`src/rtl/ubg_pkg.sv`:
```
package ubg_pkg;

  // Configuration field widths (divisor, prescaler code, source select)
  parameter int unsigned DIV_W = 8;
  parameter int unsigned PRE_W = 2;
  parameter int unsigned SRC_W = 2;
  parameter int unsigned CFG_W = SRC_W + PRE_W + DIV_W;

  // Source selection: bit 1 picks external, bit 0 routes through the divider
  typedef enum logic [SRC_W-1:0] {
    SRC_INT_DIRECT = 2'b00,
    SRC_INT_DIV    = 2'b01,
    SRC_EXT_DIRECT = 2'b10,
    SRC_EXT_DIV    = 2'b11
  } src_mode_e;

  typedef struct packed {
    src_mode_e          src;
    logic [PRE_W-1:0]   pre;
    logic [DIV_W-1:0]   div;
  } cfg_t;

  parameter cfg_t CFG_RESET = '{src: SRC_INT_DIV, pre: '0, div: '1};

endpackage

```
`src/rtl/ubg_src_sel.sv`:
```
module ubg_src_sel #(
  parameter int unsigned SYNC_STAGES = 2
) (
  input  logic clk_i,
  input  logic rst_ni,
  input  logic ext_clk_i,
  input  logic use_ext_i,
  output logic src_en_o
);

  localparam int unsigned MSB = SYNC_STAGES - 1;

  logic [MSB:0] sync_q, sync_d;
  logic         prev_q, prev_d;
  logic         ext_rise;

  always_comb begin
    sync_d = {sync_q[MSB-1:0], ext_clk_i};
    prev_d = sync_q[MSB];
  end

  always_ff @(posedge clk_i or negedge rst_ni) begin
    if (!rst_ni) begin
      sync_q <= '0;
      prev_q <= 1'b0;
    end else begin
      sync_q <= sync_d;
      prev_q <= prev_d;
    end
  end

  assign ext_rise = sync_q[MSB] & ~prev_q;
  assign src_en_o = use_ext_i ? ext_rise : 1'b1;

  // A resynchronized external edge is a single-cycle event
  AST_EXT_SINGLE: assert property (@(posedge clk_i) disable iff (!rst_ni)
    ext_rise |=> !ext_rise);

endmodule

```
`src/rtl/ubg_prescaler.sv`:
```
module ubg_prescaler #(
  parameter int unsigned PRE_W     = 2,
  parameter int unsigned PRE_SHIFT = 2
) (
  input  logic             clk_i,
  input  logic             rst_ni,
  input  logic             clr_i,
  input  logic             en_i,
  input  logic [PRE_W-1:0] sel_i,
  output logic             tick_o
);

  localparam int unsigned NSEL  = 1 << PRE_W;
  localparam int unsigned CNT_W = PRE_SHIFT * (NSEL - 1);

  logic             half_q, half_d;
  logic             half_tick;
  logic [CNT_W-1:0] cnt_q, cnt_d;
  logic [CNT_W-1:0] term_tbl [NSEL];
  logic [CNT_W-1:0] term;
  logic             at_term;

  // Terminal count per code: 4^code - 1 for a shift of two
  for (genvar g = 0; g < NSEL; g++) begin : g_term
    assign term_tbl[g] = CNT_W'((64'd1 << (g * PRE_SHIFT)) - 64'd1);
  end

  assign term      = term_tbl[sel_i];
  assign half_tick = en_i & half_q;
  assign at_term   = (cnt_q == term);
  assign tick_o    = half_tick & at_term;

  always_comb begin
    half_d = half_q;
    cnt_d  = cnt_q;
    if (clr_i) begin
      half_d = 1'b0;
      cnt_d  = '0;
    end else begin
      if (en_i) begin
        half_d = ~half_q;
      end
      if (half_tick) begin
        cnt_d = at_term ? '0 : cnt_q + 1'b1;
      end
    end
  end

  always_ff @(posedge clk_i or negedge rst_ni) begin
    if (!rst_ni) begin
      half_q <= 1'b0;
      cnt_q  <= '0;
    end else begin
      half_q <= half_d;
      cnt_q  <= cnt_d;
    end
  end

  AST_HALF_SPACED: assert property (@(posedge clk_i) disable iff (!rst_ni)
    half_tick |=> !half_tick);

  AST_PRE_CNT_BOUND: assert property (@(posedge clk_i) disable iff (!rst_ni)
    (!clr_i && $past(!clr_i)) |-> (cnt_q <= term));

endmodule

```
`src/rtl/ubg_divisor.sv`:
```
module ubg_divisor #(
  parameter int unsigned DIV_W = 8
) (
  input  logic             clk_i,
  input  logic             rst_ni,
  input  logic             clr_i,
  input  logic             en_i,
  input  logic [DIV_W-1:0] div_i,
  output logic             tick_o
);

  logic [DIV_W-1:0] cnt_q, cnt_d;
  logic [DIV_W-1:0] last;
  logic             at_last;

  // A zero divisor counts as one: last index is zero either way
  assign last    = (div_i == '0) ? '0 : div_i - 1'b1;
  assign at_last = (cnt_q == last);
  assign tick_o  = en_i & at_last;

  always_comb begin
    cnt_d = cnt_q;
    if (clr_i) begin
      cnt_d = '0;
    end else if (en_i) begin
      cnt_d = at_last ? '0 : cnt_q + 1'b1;
    end
  end

  always_ff @(posedge clk_i or negedge rst_ni) begin
    if (!rst_ni) begin
      cnt_q <= '0;
    end else begin
      cnt_q <= cnt_d;
    end
  end

  AST_DIV_CNT_BOUND: assert property (@(posedge clk_i) disable iff (!rst_ni)
    (!clr_i && $past(!clr_i)) |-> (cnt_q <= last));

  AST_DIV_ZERO_AS_ONE: assert property (@(posedge clk_i) disable iff (!rst_ni)
    (en_i && !clr_i && $past(!clr_i) && div_i == '0) |-> tick_o);

endmodule

```
`src/rtl/ubg_ovs_div.sv`:
```
module ubg_ovs_div #(
  parameter int unsigned OVS_LOG2 = 4
) (
  input  logic clk_i,
  input  logic rst_ni,
  input  logic clr_i,
  input  logic en_i,
  output logic tick_o
);

  logic [OVS_LOG2-1:0] cnt_q, cnt_d;

  assign tick_o = en_i & (&cnt_q);

  always_comb begin
    cnt_d = cnt_q;
    if (clr_i) begin
      cnt_d = '0;
    end else if (en_i) begin
      cnt_d = cnt_q + 1'b1;
    end
  end

  always_ff @(posedge clk_i or negedge rst_ni) begin
    if (!rst_ni) begin
      cnt_q <= '0;
    end else begin
      cnt_q <= cnt_d;
    end
  end

  AST_BIT_ON_OS: assert property (@(posedge clk_i) disable iff (!rst_ni)
    tick_o |-> en_i);

endmodule

```
`src/rtl/uart_baud_gen.sv`:
```
module uart_baud_gen
  import ubg_pkg::*;
#(
  parameter int unsigned PRE_SHIFT   = 2,
  parameter int unsigned OVS_LOG2    = 4,
  parameter int unsigned SYNC_STAGES = 2,
  parameter int unsigned RST_STAGES  = 2
) (
  input  logic             clk_i,
  input  logic             rst_ni,
  input  logic             ext_clk_i,
  input  logic             cfg_wr_i,
  input  logic [CFG_W-1:0] cfg_data_i,
  output logic             os_tick_o,
  output logic             bit_tick_o
);

  // Reset: asserted asynchronously, released on the clock
  logic [RST_STAGES-1:0] rst_sync_q;
  logic                  rst_n;

  always_ff @(posedge clk_i or negedge rst_ni) begin
    if (!rst_ni) begin
      rst_sync_q <= '0;
    end else begin
      rst_sync_q <= {rst_sync_q[RST_STAGES-2:0], 1'b1};
    end
  end

  assign rst_n = rst_sync_q[RST_STAGES-1];

  // Configuration register
  cfg_t cfg_q, cfg_d;
  logic use_ext;
  logic bypass;

  always_comb begin
    cfg_d = cfg_q;
    if (cfg_wr_i) begin
      cfg_d = cfg_t'(cfg_data_i);
    end
  end

  always_ff @(posedge clk_i or negedge rst_n) begin
    if (!rst_n) begin
      cfg_q <= CFG_RESET;
    end else begin
      cfg_q <= cfg_d;
    end
  end

  assign use_ext = cfg_q.src[1];
  assign bypass  = ~cfg_q.src[0];

  // Datapath
  logic src_en;
  logic pre_tick;
  logic div_tick;
  logic os_fire;
  logic bit_fire;
  logic os_q, os_d;
  logic bit_q, bit_d;

  ubg_src_sel #(
    .SYNC_STAGES (SYNC_STAGES)
  ) i_src_sel (
    .clk_i     (clk_i),
    .rst_ni    (rst_n),
    .ext_clk_i (ext_clk_i),
    .use_ext_i (use_ext),
    .src_en_o  (src_en)
  );

  ubg_prescaler #(
    .PRE_W     (PRE_W),
    .PRE_SHIFT (PRE_SHIFT)
  ) i_prescaler (
    .clk_i  (clk_i),
    .rst_ni (rst_n),
    .clr_i  (cfg_wr_i),
    .en_i   (src_en & ~bypass),
    .sel_i  (cfg_q.pre),
    .tick_o (pre_tick)
  );

  ubg_divisor #(
    .DIV_W (DIV_W)
  ) i_divisor (
    .clk_i  (clk_i),
    .rst_ni (rst_n),
    .clr_i  (cfg_wr_i),
    .en_i   (pre_tick),
    .div_i  (cfg_q.div),
    .tick_o (div_tick)
  );

  // A write cycle never produces a tick: counters restart behind it
  assign os_fire = ~cfg_wr_i & (bypass ? src_en : div_tick);

  ubg_ovs_div #(
    .OVS_LOG2 (OVS_LOG2)
  ) i_ovs_div (
    .clk_i  (clk_i),
    .rst_ni (rst_n),
    .clr_i  (cfg_wr_i),
    .en_i   (os_fire),
    .tick_o (bit_fire)
  );

  always_comb begin
    os_d  = os_fire;
    bit_d = bit_fire;
  end

  always_ff @(posedge clk_i or negedge rst_n) begin
    if (!rst_n) begin
      os_q  <= 1'b0;
      bit_q <= 1'b0;
    end else begin
      os_q  <= os_d;
      bit_q <= bit_d;
    end
  end

  assign os_tick_o  = os_q;
  assign bit_tick_o = bit_q;

  AST_WR_QUIET: assert property (@(posedge clk_i) disable iff (!rst_n)
    cfg_wr_i |=> (!os_tick_o && !bit_tick_o));

  AST_BIT_WITH_OS: assert property (@(posedge clk_i) disable iff (!rst_n)
    bit_tick_o |-> os_tick_o);

  AST_INT_DIRECT_EVERY: assert property (@(posedge clk_i) disable iff (!rst_n)
    (cfg_q.src == SRC_INT_DIRECT && !cfg_wr_i) |=> os_tick_o);

endmodule

```
`config.mk`:
```
export PLATFORM = sky130hd
export DESIGN_NAME = uart_baud_gen
export DESIGN_NICKNAME = d
export VERILOG_FILES = /design/src/rtl/ubg_pkg.sv /design/src/rtl/ubg_src_sel.sv /design/src/rtl/ubg_prescaler.sv /design/src/rtl/ubg_divisor.sv /design/src/rtl/ubg_ovs_div.sv /design/src/rtl/uart_baud_gen.sv
export SDC_FILE = /design/constraint.sdc
export NUM_CORES = 1
export LEC_CHECK = 0
export BUFFER_PORTS_ARGS = -buffer_cell sky130_fd_sc_hd__buf_2
export CORE_MARGIN = 8
export CORE_UTILIZATION = 45
export CTS_CLUSTER_SIZE = 8
export DETAILED_ROUTE_END_ITERATION = 10
export SLEW_MARGIN = 30
export SYNTH_ARGS = -nofsm -noshare
export SYNTH_HDL_FRONTEND = slang
export SYNTH_SLANG_ARGS = --single-unit
```
`constraint.sdc`:
```
create_clock -name clk_i -period 1.3 [get_ports clk_i]
set_clock_uncertainty 0.1 [all_clocks]
set_input_delay 0.13 -clock clk_i [delete_from_list [all_inputs] [get_ports clk_i]]
set_output_delay 0.13 -clock clk_i [all_outputs]
set_load 0.005 [all_outputs]
```
# == Word level (Yosys, flattened, before mapping) ==
# Cells that the tools add are included.
# classes
addsub,4
order_cmp,1
eq_ne,2
muxes,16
bitwise,11
reduce_logical,6
# ops
operator,n
8-bit 2-to-1 mux,4
6-bit 2-to-1 mux,5
6-bit binary-select mux with 2-bit select,1
8-bit by 1-bit adder with 8-bit output (second input constant),1
8-bit == test,1
8-bit zero test,1
4-bit 2-to-1 mux,2
2-bit nonzero test,4
8-bit by 1-bit subtractor with 8-bit output (second input constant),1
1-bit bitwise AND,7
6-bit by 1-bit adder with 6-bit output (second input constant),1
6-bit == test,1
4-bit by 1-bit adder with 4-bit output (second input constant),1
1-bit 2-to-1 mux,4
4-bit AND reduction,1
3-bit >= comparator (second input constant),1
1-bit NOT,3
2-bit NOT with 3-bit output,1
# word_totals
ff_bits,38
input_bits,16
wordCells,52

# == Longest topological paths before layout ==
# logic_depth
depth_word,11
depth_mapped,9

# == Cells and area by module ==
# Synthesis repeated with hierarchy kept, for this count alone.
# hier_totals
cells_unflattened,221
hier_area_um2,2245.9
# by_module_without_submodules
mod,instances,cells_per_inst,area_each_um2,seq_area_each_um2
ubg_divisor,1,113,849.6,200.2
uart_baud_gen,1,33,615.6,411.6
ubg_prescaler,1,52,465.4,175.2
ubg_ovs_div,1,18,227.7,100.1
ubg_src_sel,1,5,87.6,75.1

# == Worst setup path before layout ==
# OpenSTA, ideal clock, no wires.
# synth_path
path_type,register -> register
start,reg cfg_q[0] in the netlist's numbering
end,reg i_ovs_div.cnt_q[0]
arrival_time_ps,2340
required_time_ps,1075
slack_ps,-1265
stages_incl_launch_ff,9
path_cell_list,dfstp_2 inv_1 ha_1 or3b_1 or3_1 a22oi_1 nor4_4 a31oi_4 mux2_4
# synth_between
elab_chain_cells,7
elab_cells_between_ends,8
cone_classes,1 x add/sub; 1 x eq/ne; 2 x mux; 2 x bitwise; 2 x reduce/logical
# synth_lines
item,line,text
from (decl),uart_baud_gen.sv:33,"cfg_t cfg_q, cfg_d;"
from (signal assigned),uart_baud_gen.sv:48,cfg_q <= cfg_d;
8-bit by 1-bit subtractor with 8-bit output or 8-bit zero test (tied branches),ubg_divisor.sv:17,assign last = (div_i == '0) ? '0 : div_i - 1'b1;
8-bit 2-to-1 mux *,ubg_divisor.sv:17,
8-bit == test *,ubg_divisor.sv:18,assign at_last = (cnt_q == last);
1-bit bitwise AND *,ubg_divisor.sv:19,assign tick_o = en_i & at_last;
1-bit 2-to-1 mux *,uart_baud_gen.sv:98,assign os_fire = ~cfg_wr_i & (bypass ? src_en : div_tick);
1-bit bitwise AND *,uart_baud_gen.sv:98,
2-bit nonzero test (no line) *,--,
to (signal assigned),ubg_ovs_div.sv:28,cnt_q <= cnt_d;
to (decl),ubg_ovs_div.sv:11,"logic [OVS_LOG2-1:0] cnt_q, cnt_d;"
# Every way passes the cells marked *; elsewhere a longest branch is shown, timed or not.
# A chain may end at the register's enable or synchronous reset.

# == Final worst setup path ==
# Same ends and word-level chain as after synthesis.

==> summary.txt <==
Status
  • Status: finished with violations
  • Failing checks: negative setup slack

Global routing
  • Initial antenna violation count: 0
  • GRT overflow: 0
  • Largest net degree at the start of global routing: 36
  • Number of global-route vias before repair: 2,367
  • First-pass GRT wire length: 10,700 microns
  • Gr usage total: 17.3%

Logic synthesis
  • Seq/Total Area, Yosys: 41.5%
  • #FFs+latches synth: 38
  • FFs w/ async S/R, synth: 100%
  • Post-synthesis cell area: 2320 sq um
  • Synth Instances: 248
  • Synthesized area per cell: 9.35 sq um
  • Most area-hungry cell type in the Yosys netlist: dfrtp_1
  • Main area contributors after synthesis: dfrtp_1, dfstp_2, mux2_2, o21ai_0, nor2_1
  • Post-synth EDFFs: 0
  • Ys flop type: dfrtp_1
  • Synth cell types: 56
  • Top cell type's share of synthesized area: 31.3%
  • Syn. warnings: 0
  • Net Count, Synth: 268

Detailed routing
  • Residual DRC count: 0
  • Drt via density: 5.43
  • Drt first pass iters: 5
  • DRT iter0 DRCs: 71
  • Final ANT Viol Nets: 0
  • Drt total wl: 6220 microns
  • Via count: 2,260
  • Routed wire per std cell: 14.9 microns

Finish
  • Antenna Cells: 0
  • P&R area growth vs syn: 49.2%
  • Final #Nets: 365
  • Share of post-route cells with drive strength above 1: 44.8%
  • Final Non-Filler Cells: 416

Worst setup path
  • Reg-to-reg slack, setup: -1.19 ns
  • Worst path bufs/invs: 1
  • R2R depth: 8
  • CP Launch Type: flip-flop
  • Reg2reg start: cfg_q[0]
  • Worst path cell trace: inv_2, ha_4, or3b_4, or3_1, a22oi_2, nor4_4, a31oi_4, mux2_4
  • Reg2reg end: i_ovs_div.cnt_q[0]
  • CP Capture Type: flip-flop
  • Slowest CP cell: or3b_4
  • Worst stage delay on the critical path: 0.41 ns
  • Crit path DAT: 2.57 ns
  • Kind of critical path: flip-flop to flip-flop
  • Max FO, Critical Path: 4
  • WP data required: 1.38 ns
  • Critical path's top delay family: simple AND/OR/NAND/NOR gates

Timing
  • Final Cycle Share: 192%
  • Count of final setup violators: 20
  • Final slew viol count: 0
  • RSZ-0062 raised after global routing: yes
  • Final Hold Fails: 0
  • Post-route minimum period: 2.49 ns
  • Setup TNS: -18.89 ns
  • Peak Freq: 0.401 GHz
  • PnR worst setup slack: -1.19 ns

Die
  • Die area: 7710 sq um
  • Row cnt: 26
  • Core Area: 5040 sq um
  • Initial core utilization: 46.0%
  • Die Y: 87.8 microns
  • Io pins: 18
  • Die Wd: 87.8 microns

Placement
  • Routability cong.: 0.783
  • Dpl hpwl: 4120 microns
  • Dpl cells: 386
  • Port bufs: 17

CTS
  • Clock buffer count from CTS: 5
  • Clock tree from TritonCTS: built
  • Clock transition at path regs: 0.08 ns
  • CTS max path bufs: 2
  • Sink Count: 38
  • Clk Latency, worst-skew pair: 0.29 ns
  • Clock H-tree levels: 2
  • Clock Tree Root: clkbuf_8

Job
  • Max-cap viol count: 0

Power
  • Overall power: 3410 uW
  • VDD IR max: 0.000660 V
  • Power density over cell area: 985 nW/um^2
  • Leak Pwr: 0.00152 uW

Min path
  • Hold Crit Class: input port to asynchronous set/reset pin
[where the power goes]
| part | switching [uW] | total [uW] | internal (uW) |
|---|---|---|---|
| Combinational | 461 | 991 | 530 |
| Sequential | 104 | 1410 | 1310 |
| Clock | 441 | 1010 | 565 |
| Total | 1010 | 3410 | 2400 |
[sequential cells by signal, indices dropped and copies added, names as in the netlist]
signal,flops
i_ovs_div.cnt_q,4
i_src_sel.sync_q,2
i_prescaler.half_q,1
rst_sync_q,2
cfg_q,12
bit_tick_o,1
os_tick_o,1
i_divisor.cnt_q,8
i_src_sel.prev_q,1
i_prescaler.cnt_q,6
[repair_timing]
item | in CTS | in global routing
hold buffers | 15 | 0
gates resized for setup | 26 | 12
setup buffers | 7 | 2
pin swaps | 17 | 8
cloned | 0 | 0
endpoints found under the setup margin | 21 | 22
hold endpoints to repair | 16 | 0
[cell usage in the layout, fill, tap and decap left out, drive strengths merged, types with 9 or more instances in the layout]
| cell type | count |
|---|---|
| a21oi | 12 |
| dfrtp | 29 |
| nand3 | 9 |
| nand2 | 17 |
| o21ai | 15 |
| dfstp | 9 |
| nor2 | 18 |
| buf | 90 |
| dlygate4sd3 | 15 |
[per-layer routing]
metal  vias up  wire length (microns)  GRT usage, %
li1       1102                      -             -
met1      1100                   2680          20.7
met2        43                   3230          30.1
met3        15                    152          3.28
met4         0                    153          5.63
met5         -                      0             0
[cell usage after synthesis, types with 2 or more instances]
master / n
and2_1: 3
mux2i_1: 3
dfstp_2: 9
or4_1: 5
a31oi_1: 2
inv_1: 7
a22oi_1: 4
nor4_1: 3
mux2_2: 7
or3b_1: 2
nand4_1: 3
o22ai_1: 4
buf_2: 3
nor2_1: 18
a21o_1: 2
or3_1: 3
a2bb2oi_1: 2
nor3b_1: 5
ha_1: 4
o31ai_1: 2
xor2_1: 2
nand2_1: 17
nand3_1: 9
a211oi_1: 3
xnor2_1: 6
clkbuf_2: 2
clkbuf_1: 10
nor3_1: 8
o21ai_0: 14
a21oi_1: 11
dfrtp_1: 29
o211ai_1: 4
nor2b_1: 5
nand2b_1: 8
and3_1: 6
nor4b_1: 3
[worst max path at each step]
stage	endpoint	depth (start not counted)	start
after detailed placement	i_ovs_div.cnt_q[3]	9	cfg_q[1]
after floorplan	i_divisor.cnt_q[1]	9	cfg_q[1]
after CTS	i_ovs_div.cnt_q[0]	9	cfg_q[0]
after global placement	i_ovs_div.cnt_q[0]	9	cfg_q[1]
final	i_ovs_div.cnt_q[0]	8	cfg_q[0]
after global routing	i_divisor.cnt_q[3]	9	cfg_q[0]
[stage by stage]
stage               setup slack, ns  instance area (sq um)  utilization [%]  hold WS, ns
floorplan                     -1.10                   2380                -       -0.266
global placement              -1.16                   3010             59.6       -0.177
detailed placement            -1.22                   3010             59.6       -0.180
CTS                           -1.17                   3400             67.5       0.0449
global route                  -1.28                   3460             68.6       0.0579
finish                        -1.19                   3460             68.6       0.0592
[logic make-up after synthesis]
group / Yosys count / share of synthesized area [%]
other cells: 1 / 0.162
simple gates: 101 / 24.4
compound gates: 63 / 19.5
mux: 11 / 5.34
fa+ha+maj: 4 / 2.16
buf+inv: 22 / 3.83
xor+xnor: 8 / 3.02
flops: 38 / 41.5
[area by class of cell]
class / instances / area, sq um
clock inverters: 3 / 40.0
multi-input cells: 188 / 1450
clock buffers: 5 / 68.8
flip-flops and latches: 38 / 962
inverters: 7 / 26.3
fillers: 398 / 1580
well taps: 70 / 87.6
repair buffers: 105 / 823
(Power assumes the default switching activity.)
